==> src/rtl/cfg_burst_loader.sv <==
module cfg_burst_loader #(
  parameter int MEM_AW     = 16,
  parameter int SEL_W      = 3,
  parameter int BASE_BYTES = 128
) (
  input  logic              clk,
  input  logic              rst_n,
  input  logic              reload,
  input  logic [SEL_W-1:0]  size_sel,
  output logic              rd_req,
  output logic [MEM_AW-1:0] rd_addr,
  input  logic              rd_valid,
  input  logic [7:0]        rd_data,
  input  logic              csr_busy,
  input  logic              pmi_busy,
  output logic              wr_en,
  output logic [10:0]       wr_addr,
  output logic [31:0]       wr_data,
  output logic              busy,
  output logic              overflow
);
  localparam logic [7:0] TAG = 8'hA5;

  typedef enum logic [1:0] {S_FETCH, S_HOLD, S_DONE} st_t;
  typedef enum logic [2:0] {F_TAG, F_NUM, F_HHI, F_HLO, F_DAT} fld_t;

  st_t         st;
  fld_t        fld;
  logic [7:0]  bursts_left, hdr_hi;
  logic [8:0]  dw_addr;
  logic [6:0]  words_left;
  logic [1:0]  idx;
  logic [31:0] word;
  logic [MEM_AW:0] lim;

  assign lim      = ((MEM_AW+1)'(BASE_BYTES) << size_sel) - (MEM_AW+1)'(1);
  wire past_end   = {1'b0, rd_addr} > lim;
  assign rd_req   = (st == S_FETCH) && !past_end;
  assign busy     = (st != S_DONE);
  wire gate_open  = !csr_busy && !pmi_busy;
  wire last_burst = (bursts_left == 8'd1);
  wire last_word  = (words_left == 7'd1);

  always_ff @(posedge clk or negedge rst_n) begin
    if (!rst_n) begin
      st <= S_FETCH; fld <= F_TAG; rd_addr <= '0; overflow <= 1'b0;
      bursts_left <= '0; hdr_hi <= '0; dw_addr <= '0; words_left <= '0;
      idx <= '0; word <= '0; wr_en <= 1'b0; wr_addr <= '0; wr_data <= '0;
    end else if (reload) begin
      st <= S_FETCH; fld <= F_TAG; rd_addr <= '0; overflow <= 1'b0;
      wr_en <= 1'b0;
    end else begin
      wr_en <= 1'b0;
      case (st)
        S_FETCH: begin
          if (past_end) begin
            overflow <= 1'b1;
            st       <= S_DONE;
          end else if (rd_valid) begin
            rd_addr <= rd_addr + MEM_AW'(1);
            case (fld)
              F_TAG: if (rd_data == TAG) fld <= F_NUM; else st <= S_DONE;
              F_NUM: begin
                bursts_left <= rd_data;
                if (rd_data == 8'd0) st <= S_DONE; else fld <= F_HHI;
              end
              F_HHI: begin hdr_hi <= rd_data; fld <= F_HLO; end
              F_HLO: begin
                dw_addr    <= {hdr_hi, rd_data[7]};
                words_left <= rd_data[6:0];
                idx        <= 2'd0;
                if (rd_data[6:0] != 7'd0) fld <= F_DAT;
                else if (last_burst) st <= S_DONE;
                else begin bursts_left <= bursts_left - 8'd1; fld <= F_HHI; end
              end
              default: begin
                word[{idx, 3'b000} +: 8] <= rd_data;
                idx <= idx + 2'd1;
                if (idx == 2'd3) st <= S_HOLD;
              end
            endcase
          end
        end
        S_HOLD: if (gate_open) begin
          wr_en      <= 1'b1;
          wr_addr    <= {dw_addr, 2'b00};
          wr_data    <= word;
          dw_addr    <= dw_addr + 9'd1;
          words_left <= words_left - 7'd1;
          if (!last_word) st <= S_FETCH;
          else if (last_burst) st <= S_DONE;
          else begin
            bursts_left <= bursts_left - 8'd1;
            fld <= F_HHI;
            st  <= S_FETCH;
          end
        end
        default: ;
      endcase
    end
  end
endmodule


==> config.mk <==
export PLATFORM = sky130hd
export DESIGN_NAME = cfg_burst_loader
export DESIGN_NICKNAME = d
export VERILOG_FILES = /design/src/rtl/cfg_burst_loader.sv
export SDC_FILE = /design/constraint.sdc
export NUM_CORES = 1
export LEC_CHECK = 0
export BUFFER_PORTS_ARGS = -buffer_cell sky130_fd_sc_hd__buf_2
export CAP_MARGIN = 20
export CORE_MARGIN = 2
export CORE_UTILIZATION = 63
export DETAILED_ROUTE_END_ITERATION = 10
export PLACE_DENSITY = 0.85
export SETUP_SLACK_MARGIN = 0.1
export SKIP_LAST_GASP = 1
export SLEW_MARGIN = 0
export SYNTH_ARGS = -nofsm -noshare
export SYNTH_HDL_FRONTEND = slang
export SYNTH_SLANG_ARGS = --single-unit
==> constraint.sdc <==
create_clock -name clk -period 11.3 [get_ports clk]
set_input_delay 2.26 -clock clk [delete_from_list [all_inputs] [get_ports clk]]
set_output_delay 2.26 -clock clk [all_outputs]
set_load 0.05 [all_outputs]
==> summary.md, run 1 <==
| Metric | Value |
|---|---|
| Outcome | finished clean |
| Post-route ant nets | 0 |
| Layout Skew | between 7 and 8 ps |
| Tightest Pin Transition | approximately 1100 ps |
| Synth cell types | 63 |
| Clock Latency Late Sink | roughly 520 ps |
| Worst path max stage delay | roughly 580 ps |
| Startpoint class of the critical path | input pin |
| TNS Setup | 0 ps |
| Resize count post-CTS | 0 |
| Slew Limit Fails | 0 |
| WP data arrival | roughly 5400 ps |
| Total grt overflow | 0 |
| Placed insts | approximately 910 |
| Chip width | between 100 and 150 µm |
| Rel. slew slack | 0.288 |
| Cts hold-fix bufs | 0 |
| # IOs | 80 |
| Share of power burned in registers | 0.350 |
| Largest area contributor in the netlist | dfrtp_1 |
| Initial core utilization | 0.654 |
| Final Instance Area | just under 8000 µm² |
| PwrDens | approximately 270 nW/µm² |
| First-pass GRT wire length | around 28 mm |
| Vias in the first global route | 5661 |
| Flops & latches, synth | between 100 and 150 |
| Period minus WS final | roughly 7700 ps |
| Area delta synth->final | 15.7% |
| RSZ-0062 raised after global routing | no |
| Period Utilization, post-route | 0.677 |
| Crit-path slowest cell | or4_4 |
| Top-area cell type share of the netlist area | 0.478 |
| # diodes | 0 |
| Clock transition at path regs | around 60 ps |
| CP Launch Point | size_sel[1] |
| HPWL after detailed placement | roughly 11 mm |
| Final Hold Violating Endpoints | 0 |
| Synth Warn # | 0 |
| Area contributors post-synth | dfrtp_1 48%, nand2_1 6.6%, mux2i_1 5.3% |
| Synthesized area | roughly 7000 µm² |
| Root buffer cell | clkbuf_8 |
| F_max | 131 MHz |
| Hold Path Origin | wr_data[5] |
| Worst path top cell family by delay | simple AND/OR/NAND/NOR gates |
| Clk pwr share | 0.274 |
| Die footprint | around 12000 µm² |
| Sequential share of the synthesized area | 0.478 |
| Psw | 893 µW |
| Post-CTS setup buffer count | 0 |
| Cell Chain, Critical Path | buf_2 > or3_1 > ha_1 > nor3_1 > a21o_1 > a21oi_1 > ha_1 > nand4_1 > or4_4 > or2_4 > o21a_1 > nor3_1 > buf_2 |
| Crit end category | primary output |
| Hold WC Path Type | reg -> reg |
| Asr flop ratio synth | 1.00 |
| Post-Place Worst Slack | around 3700 ps |
| Core area | 10400 µm² |
| Leak | between 0.003 and 0.004 µW |
| GPL Wtd Cong | 0.951 |
| Count leader, synth | dfrtp_1 |
| Primary FF master, synth | dfrtp_1 |
| Final Worst Setup Slack | roughly 3600 ps |
| Pre-Repair DR Iteration Count | 8 |
| Drt via density | 6.21 |
| Input/output buffers | just under 80 |
| Finish-stage setup viols | 0 |
| Final WL | roughly 17 mm |
| Fraction of layout cells with a size suffix above 1 | 0.162 |
| Peak VDD IR | ~160 µV |
| TritonCTS Sinks | 130 |
| H-tree levels | 4 |
| Crit Path Class | in -> out |
| Post-Layout Cell Count | ~950 |
| CTS tree | built |
| Sw frac | 0.421 |
| Combinational share of power | 0.376 |
| Iter 0 DRT Violations | approximately 670 |
| Post-synth EDFFs | 0 |
| Routed vias | 5882 |
| Remaining DRCs | 0 |
| Reg2reg start | st[0] |
| CP Data Required Time | 9040 ps |
| CTS max path bufs | 2 |
| Pin count of the biggest net entering global routing | 80 |
| Cell row count | 37 |
| CTS Buf Count | 17 |
| Crit path buffers/inverters | 2 |
| Critical path fanouts, max | 9 |
| Initial antenna violation count | 0 |
| Final #Nets | between 800 and 900 |
| Most instantiated cells after synthesis | 130 x dfrtp_1, 119 x nand2_1, 63 x o21ai_0, 52 x inv_1, 46 x a21oi_1 |
| Die H | between 100 and 150 µm |
| Avg WL per Cell | roughly 18 µm |
| Syn Inst Count | between 700 and 800 |
| Internal cell power | between 1000 and 1500 µW |
| Dpl cell area | slightly above 7000 µm² |
| Gr usage total | 0.313 |
| Maxcap violations | 0 |
| Mean Syn Cell Area | ~9.2 µm² |
| Total power | around 2100 µW |
-- tightest hold or removal path: stages (launching register included) --
cell	delay, ps
dfrtp_1	340
nand2_1	40
o21ai_0	60
-- state kept, by name, indices dropped and copies added, names as in the netlist, 3 cells and up --
register and cells:
rd_addr 16, wr_data 32, hdr_hi 8, wr_addr 9
dw_addr 9, bursts_left 8, word 32, words_left 7
fld 3
-- cell type report --
| type | count | area [µm²] |
|---|---|---|
| Sequential cell | 130 | 3250 |
| Multi-Input combinational cell | 514 | 3190 |
| Fill cell | 695 | 2530 |
| Clock buffer | 21 | 449 |
| Timing Repair Buffer | 82 | 445 |
| Inverter | 53 | 199 |
| Clock inverter | 11 | 178 |
| Tap cell | 136 | 170 |
-- cell families after synthesis --
kind of cell               count (synthesis)  share of synthesized area
buffers and inverters                     98                     0.0556
AOI/OAI and AO/OA                        185                      0.170
xor gates and xnor gates                   3                    0.00386
other                                      2                    0.00110
and+or+nand+nor                          255                      0.178
adders and majority gates                 21                     0.0386
muxes                                     47                     0.0755
DFF                                      130                      0.478
-- final timing paths --
kind / slack, ps / to / cells past startpoint
worst min-delay path: 470 / wr_data[5] / 2
worst max register to register: 7510 / dw_addr[0] / 8
min in group asynchronous: 1690 / wr_data[24] / 1
max in group asynchronous: 8320 / wr_en / 3
worst max-delay path: 3650 / rd_req / 13
worst min register to register: 470 / wr_data[5] / 2
-- power by group through the flow --
stage,sequential (µW),clock [µW],combinational (µW)
global route,764,607,863
floorplan,981,0,356
detailed placement,743,0,788
finish,742,581,799
global placement,736,0,765
CTS,738,586,796
-- per-stage QoR --
stage | hold slack, ps | utilization
after global placement | 453 | 0.693
final | 471 | 0.757
after detailed placement | 457 | 0.693
after global routing | 499 | 0.757
after floorplan | 461 | -
after CTS | 473 | 0.754
-- placed cells by master, fill, tap and decap left out, types with 4 or more instances in the layout --
cell type	count
a21oi_1	46
a22oi_1	4
a2bb2oi_1	11
a32oi_1	4
buf_2	76
buf_4	5
bufinv_16	4
clkbuf_16	16
dfrtp_1	130
ha_1	21
inv_1	52
mux2_4	8
mux2i_1	36
nand2_1	119
nand2b_1	5
nand3_1	24
nand4_1	8
nor2_1	33
nor2b_1	6
nor3_1	16
nor4_1	4
o211ai_1	5
o21ai_0	63
o22ai_1	7
o31a_1	4
o31ai_1	6
or3_1	14
or4_1	7
-- per-layer routing --
metal / GRT usage / vias to the layer above / wire, µm
met5: 0 / - / 0
met4: 0.144 / 0 / 533
met3: 0.0609 / 59 / 1420
met2: 0.492 / 292 / 8220
met1: 0.425 / 2803 / 7110
li1: - / 2728 / -
Power figures use the tool's default switching activity.
==> run 2: changes to the inputs <==
CORE_UTILIZATION = 59   (was 63)
PLACE_DENSITY = 0.81   (was 0.85)
clock period = 7.2 ns   (was 11.3 ns; I/O delays follow)
==> run 2 against run 1 <==
Final cell count increased by 0.53%. Design area down 0.67%. Die area grew 6.5%. First-iteration DRC count is 11% lower. Total power rose by 54%. Wire length down 0.80%. Sequential share of layout area up 0.28 points. Critical path type unchanged. Largest power group unchanged.
==> summary.md, run 2 (synthesized netlist as in run 1, its figures left out) <==
| Metric | Value |
|---|---|
| Startpoint class of the critical path | input pin |
| Die footprint | 12400 µm² (+6.5%) |
| Levels on crit path | 13 (unchanged) |
| Post-Place Worst Slack | 1190 ps (-2490 ps) |
| Placed insts | 921 (+0.88%) |
| Pre-Repair DR Iteration Count | 7 (-1) |
| Layout Skew | 7.01 ps (-0.527 ps) |
| Critical path fanouts, max | 9 (unchanged) |
| CTS max path bufs | 2 (unchanged) |
| # IOs | 80 (unchanged) |
| H-tree levels | 4 (unchanged) |
| Initial antenna violation count | 0 (unchanged) |
| Cell depth of the worst flop-to-flop path | 7 (-1) |
| Final Worst Setup Slack | 1180 ps (-2470 ps) |
| Slew Limit Fails | 0 (unchanged) |
| Clock Latency Late Sink | 420 ps (-100 ps) |
| Input/output buffers | 77 (unchanged) |
| Worst path max stage delay | 590 ps (about the same) |
| Resize count post-CTS | 0 (unchanged) |
| Routed vias | 5781 (-1.7%) |
| # diodes | 0 (unchanged) |
| Crit path buffers/inverters | 2 (unchanged) |
| CTS Buf Count | 17 (unchanged) |
| First-pass GRT wire length | 27.8 mm (-1.7%) |
| HPWL after detailed placement | 11.3 mm (+0.97%) |
| Maxcap violations | 0 (unchanged) |
| Global Route met3 Usage | 0.0523 (-0.00862) |
| Cell row count | 39 (+5.4%) |
| Initial core utilization | 0.602 (-0.0523) |
| Reg2reg start | rd_addr[12] |
| Setup crit end | rd_req |
| Remaining DRCs | 0 (unchanged) |
| Chip width | 111 µm (+3.2%) |
| Most common cell after layout, fill and taps aside | dfrtp_1 |
| WP data arrival | 4580 ps (-810 ps) |
| GR peak layer | met2 |
| Final #Nets | 835 (-0.12%) |
| Final WL | 17.1 mm (-0.80%) |
| GPL Wtd Cong | 0.918 (-3.4%) |
| Post-route ant nets | 0 (unchanged) |
| PwrDens | 418 nW/µm² (+56%) |
| TNS Setup | 0 ps (unchanged) |
| Slack of the worst reg-to-reg path | 3730 ps (-3780 ps) |
| Worst path top cell family by delay | simple AND/OR/NAND/NOR gates |
| Met2 usage | 0.451 (-0.0411) |
| Avg WL per Cell | 18.0 µm (-1.3%) |
| Die H | 111 µm (+3.2%) |
| Period Utilization, post-route | 0.837 |
| Most frequent cells in the layout | 130 x dfrtp_1, 119 x nand2_1, 76 x buf_2, 63 x o21ai_0, 52 x inv_1 |
| Drt via density | 6.07 (-2.2%) |
| CTS tree | built |
| Final Hold Violating Endpoints | 0 (unchanged) |
| F_max | 166 MHz |
| CP Launch Point | size_sel[1] |
| Total power | 3280 µW (+54%) |
| Vias in the first global route | 5457 (-3.6%) |
| Post-CTS setup buffer count | 0 (unchanged) |
| Post-Layout Cell Count | 952 (+0.53%) |
| Met1 usage | 0.380 (-0.0448) |
| Gr usage total | 0.281 (-0.0326) |
| Register area | 3250 µm² (unchanged) |
| Final Hold Slack | 469 ps (-2.78 ps) |
| Hold WC Path Type | reg -> reg |
| Pin count of the biggest net entering global routing | 79 (-1.3%) |
| Crit-path slowest cell | or4_4 |
| TritonCTS Sinks | 130 (unchanged) |
| Rel. slew slack | 0.297 (+0.00952) |
| Period minus WS final | about 6000 ps |
| Clock transition at path regs | 60 ps (about the same) |
| Finish-stage setup viols | 0 (unchanged) |
| Root buffer cell | clkbuf_16 |
| Fill cells | 906 (+30%) |
| Total grt overflow | 0 (unchanged) |
| Top flop regs | word (32), wr_data (32), rd_addr (16) |
| Multi-input gate area | 3190 µm² (unchanged) |
| CP Data Required Time | 5760 ps (-3280 ps) |
| Leak | 0.00397 µW (-0.40%) |
| Reg2reg end | hdr_hi[7] |
| Iter 0 DRT Violations | 601 (-11%) |
| Outcome | finished clean |
| Cts hold-fix bufs | 0 (unchanged) |
| RSZ-0062 raised after global routing | no |
| Area delta synth->final | 15.0% |
| Tightest Pin Transition | 1050 ps (-14.3 ps) |
| Crit Path Class | in -> out |
| Crit end category | primary output |
| Peak VDD IR | 340 µV (+110%) |
| Core area | 11300 µm² (+8.7%) |
| Fraction of layout cells with a size suffix above 1 | 0.159 (-0.00207) |
| Cell Chain, Critical Path | buf_2 > or3_1 > ha_1 > nor3_1 > a21o_1 > a21oi_1 > ha_1 > nand4_1 > or4_4 > or2_4 > o21a_1 > nor3_1 > buf_2 |
[run 2: layer usage]
metal  wire length [µm]  part of all wire
met3                961             0.056
met1               7450              0.43
met2               8340              0.49
met5                  0                 0
met4                402             0.023
[run 2: metrics by stage]
step | cell area [µm²] | utilization
2_1_floorplan | 6820 | -
3_3_place_gp | 7240 | 0.639
3_5_place_dp | 7240 | 0.639
4_1_cts | 7830 | 0.692
5_1_grt | 7830 | 0.692
6_report | 7830 | 0.692
[run 2: worst min-delay path, cell delays in order (launching register included)]
cell     delay [ps]
dfrtp_1         330
nand2_1          50
nand2_1          50
[run 2: cell type report]
cell class                      count  area share
Sequential cell                   130       0.415
Inverter                           53      0.0254
Timing Repair Buffer               81      0.0534
Clock inverter                     10      0.0169
Multi-Input combinational cell    514       0.407
Clock buffer                       21      0.0588
Tap cell                          143      0.0228
[run 2: power by group]
part | total, µW | internal [µW] | switching, µW
Clock | 873 | 559 | 315
Combinational | 1240 | 357 | 882
Sequential | 1170 | 984 | 181
Total | 3280 | 1900 | 1380
[run 2: worst min path at each step]
| stage | startpoint | end | slack (ps) | cells after the start |
|---|---|---|---|---|
| final | wr_addr[4] | wr_addr[4] | 470 | 2 |
| after global placement | wr_addr[5] | wr_addr[5] | 450 | 2 |
| after CTS | wr_addr[4] | wr_addr[4] | 470 | 2 |
| after global routing | wr_data[18] | wr_data[18] | 490 | 2 |
| after detailed placement | wr_addr[4] | wr_addr[4] | 460 | 2 |
| after floorplan | dw_addr[5] | wr_addr[7] | 460 | 2 |
==> run 3: changes to the inputs <==
ABC_AREA = 1   (was default)
PLACE_DENSITY = 0.8   (was 0.81)
clock period = 5.7 ns   (was 7.2 ns; I/O delays follow)
==> run 3 against run 2 <==
The run now ends with DRC left. Sequential power increased by 5%. Utilization increased by 0.47 points. Total power decreased by 6.8%. Clock skew decreased by 0.54 ps.
==> summary.md, run 3 <==
| Metric | Value |
|---|---|
| Outcome | finished, violations left |
| Failing checks | DRC |
| Sequential share of the synthesized area | 0.462 (-0.0153) |
| Tightest Pin Transition | 790 ps (-263 ps) |
| Synth Warn # | 0 (unchanged) |
| Fraction of layout cells with a size suffix above 1 | 0.173 (+0.0131) |
| # diodes | 0 (unchanged) |
| TritonCTS Sinks | 130 (unchanged) |
| Vias in the first global route | 5642 (+3.4%) |
| Most common cell after layout, fill and taps aside | nand2_1 |
| Avg WL per Cell | 14.5 µm (-20%) |
| Critical path fanouts, max | 10 (+1) |
| PwrDens | 381 nW/µm² (-9.0%) |
| Flops & latches, synth | 130 (unchanged) |
| Rel. slew slack | 0.473 (+0.176) |
| Most instantiated cells after synthesis | 235 x nand2_1, 130 x dfrtp_1, 91 x inv_1, 89 x o21ai_0, 70 x nand3_1 |
| Crit end category | primary output |
| Internal cell power | 1960 µW (+3.0%) |
| Final Hold Violating Endpoints | 0 (unchanged) |
| Layout Skew | 6.46 ps (-0.544 ps) |
| Cell row count | 39 (unchanged) |
| Primary FF master, synth | dfrtp_1 |
| Synthesized area | 7040 µm² (+3.3%) |
| Final Hold Slack | 470 ps (+1.25 ps) |
| Final WL | 15.9 mm (-7.4%) |
| Resize count post-CTS | 0 (unchanged) |
| TNS Setup | 0 ps (unchanged) |
| Die footprint | 12800 µm² (+3.2%) |
| Crit Path Class | in -> out |
| Top-area cell type share of the netlist area | 0.462 (-0.0153) |
| Iter 0 DRT Violations | 497 (-17%) |
| CTS Buf Count | 17 (unchanged) |
| Post-CTS setup buffer count | 0 (unchanged) |
| Crit path buffers/inverters | 5 (+3) |
| Finish-stage setup viols | 0 (unchanged) |
| Period minus WS final | 4650 ps |
| Drt via density | 5.43 (-11%) |
| Cts hold-fix bufs | 0 (unchanged) |
| Worst path top cell family by delay | simple AND/OR/NAND/NOR gates |
| Clock transition at path regs | 50 ps (about the same) |
| Period Utilization, post-route | 0.816 |
| Hold WC Path Type | reg -> reg |
| WP data arrival | 3510 ps (-1070 ps) |
| Worst path max stage delay | 310 ps (-280 ps) |
| Gr usage total | 0.265 (-0.0160) |
| Routed vias | 5969 (+3.3%) |
| Clk pwr share | 0.326 (+0.060) |
| Most frequent cells in the layout | 234 x nand2_1, 130 x dfrtp_1, 91 x inv_1, 89 x o21ai_0, 76 x buf_2 |
| Top cell by count, worst path | nor2_1 |
| Cell Chain, Critical Path | buf_2 > nor2_1 > inv_1 > nor2_1 > inv_1 > ha_1 > nand3_1 > nand4_1 > ha_1 > nand2_1 > nor2_1 > nand2_1 > nor2_1 > nor2_1 > nand3_2 > nand2_4 > inv_2 > nor2_1 > buf_2 |
| Initial antenna violation count | 0 (unchanged) |
| CP Data Required Time | 4560 ps (-1200 ps) |
| Chip width | 113 µm (+1.6%) |
| Fill cells | 925 (+2.1%) |
| First-pass GRT wire length | 27.0 mm (-2.9%) |
| Core area | 11500 µm² (+1.7%) |
| CTS max path bufs | 2 (unchanged) |
| HPWL after detailed placement | 10.9 mm (-4.2%) |
| Peak VDD IR | 218 µV (-36%) |
| Syn Inst Count | 875 (+18%) |
| Combinational share of power | 0.272 (-0.106) |
| Area contributors post-synth | dfrtp_1 46%, nand2_1 13%, o21ai_0 6.3% |
| Asr flop ratio synth | 1.00 (unchanged) |
| Initial core utilization | 0.611 (+0.00936) |
| Count leader, synth | nand2_1 |
| Final #Nets | 983 (+18%) |
| Slew Limit Fails | 0 (unchanged) |
| Mean Syn Cell Area | 8.04 µm² (-13%) |
| Post-synth EDFFs | 0 (unchanged) |
| Area delta synth->final | 14.0% |
| Input/output buffers | 77 (unchanged) |
| Root buffer cell | clkbuf_16 |
| Pin count of the biggest net entering global routing | 65 (-18%) |
| CTS tree | built |
| Leak | 0.00400 µW (+0.77%) |
| Sw frac | 0.360 (-0.0608) |
| GPL Wtd Cong | 0.887 (-3.5%) |
| H-tree levels | 4 (unchanged) |
| Post-route ant nets | 0 (unchanged) |
| RSZ-0062 raised after global routing | no |
| F_max | 215 MHz |
| Startpoint class of the critical path | input pin |
| Pre-Repair DR Iteration Count | 9 (+2) |
| Psw | 1100 µW (-20%) |
| Remaining DRCs | 2 (+2) |
| Top flop regs | word (32), wr_data (32), rd_addr (16) |
| Largest area contributor in the netlist | dfrtp_1 |
| Share of power burned in registers | 0.402 (+0.046) |
| Maxcap violations | 0 (unchanged) |
| Total grt overflow | 0 (unchanged) |
| # IOs | 80 (unchanged) |
| Clock Latency Late Sink | 420 ps (about the same) |
| Synth cell types | 38 (-40%) |
| Crit-path slowest cell | ha_1 |
| Die H | 113 µm (+1.6%) |
-- run 3: cell types whose count changed in the layout (fill, tap and decap cells not counted), sizes merged, moves of 30 or more --
| cell | previous run | this run |
|---|---|---|
| nand2 | 119 | 244 |
| nand3 | 24 | 77 |
| o21ai | 67 | 118 |
| inv | 53 | 95 |
| mux2i | 36 | 0 |
| nor2 | 33 | 68 |
| a21oi | 46 | 16 |
-- run 3: path summary, 6_finish.rpt --
check / depth (start not counted) / slack [ps] / start / endpoint
min reg2reg: 2 / 470 / wr_data[14] / wr_data[14]
max reg2reg: 13 / 2930 / rd_addr[10] / dw_addr[0]
max: 19 / 1050 / size_sel[1] / rd_req
min in group asynchronous: 1 / 590 / rst_n / hdr_hi[6]
max in group asynchronous: 2 / 4080 / rst_n / word[14]
min: 2 / 470 / wr_data[14] / wr_data[14]
-- run 3: per-layer routing --
metal | global-route usage | vias to the layer above | routed length (µm)
li1 | - | 2981 | -
met1 | 0.357 | 2768 | 7100
met2 | 0.420 | 186 | 7550
met3 | 0.0595 | 34 | 904
met4 | 0.105 | 0 | 338
met5 | 0 | - | 0
-- run 3: kinds of logic after synthesis --
| kind of cell | count (synthesis) | share of synthesized area |
|---|---|---|
| and+or+nand+nor | 413 | 0.260 |
| buffers and inverters | 127 | 0.0747 |
| AOI/OAI and AO/OA | 162 | 0.140 |
| xor gates and xnor gates | 20 | 0.0249 |
| adders and majority gates | 21 | 0.0373 |
| DFF | 130 | 0.462 |
| other | 2 | 0.00107 |
-- run 3: area by class of cell --
cell class                 instances  area (µm²)  share of cell area
multi-input combinational        619        3270               0.407
sequential                       130        3250               0.406
clock buffer                      22         494              0.0616
timing repair buffer              80         410              0.0512
inverter                          97         364              0.0454
tap                              143         179              0.0223
clock inverter                     8        55.1             0.00686
-- run 3: tightest hold or removal path, stage by stage (launching register included) --
cell,delay (ps)
dfrtp_1,330
nand2_1,50
nand2_1,50
-- run 3: power groups by stage --
stage	Clock, µW	Combinational (µW)	Sequential, µW
after global routing	1050	942	1250
after detailed placement	0	816	1240
after CTS	1010	827	1230
after floorplan	0	635	1230
final	996	830	1230
after global placement	0	798	1240
-- run 3: per-stage QoR --
| step | instances | power [µW] | utilization | setup WS [ps] | instance area (µm²) |
|---|---|---|---|---|---|
| after detailed placement | 1069 | 2060 | 0.649 | 1090 | 7470 |
| final | 1099 | 3060 | 0.697 | 1050 | 8020 |
| after CTS | 1099 | 3060 | 0.697 | 1040 | 8020 |
| after floorplan | 876 | 1860 | - | 1170 | 7040 |
| after global routing | 1099 | 3250 | 0.697 | 812 | 8020 |
| after global placement | 1069 | 2030 | 0.649 | 1150 | 7470 |
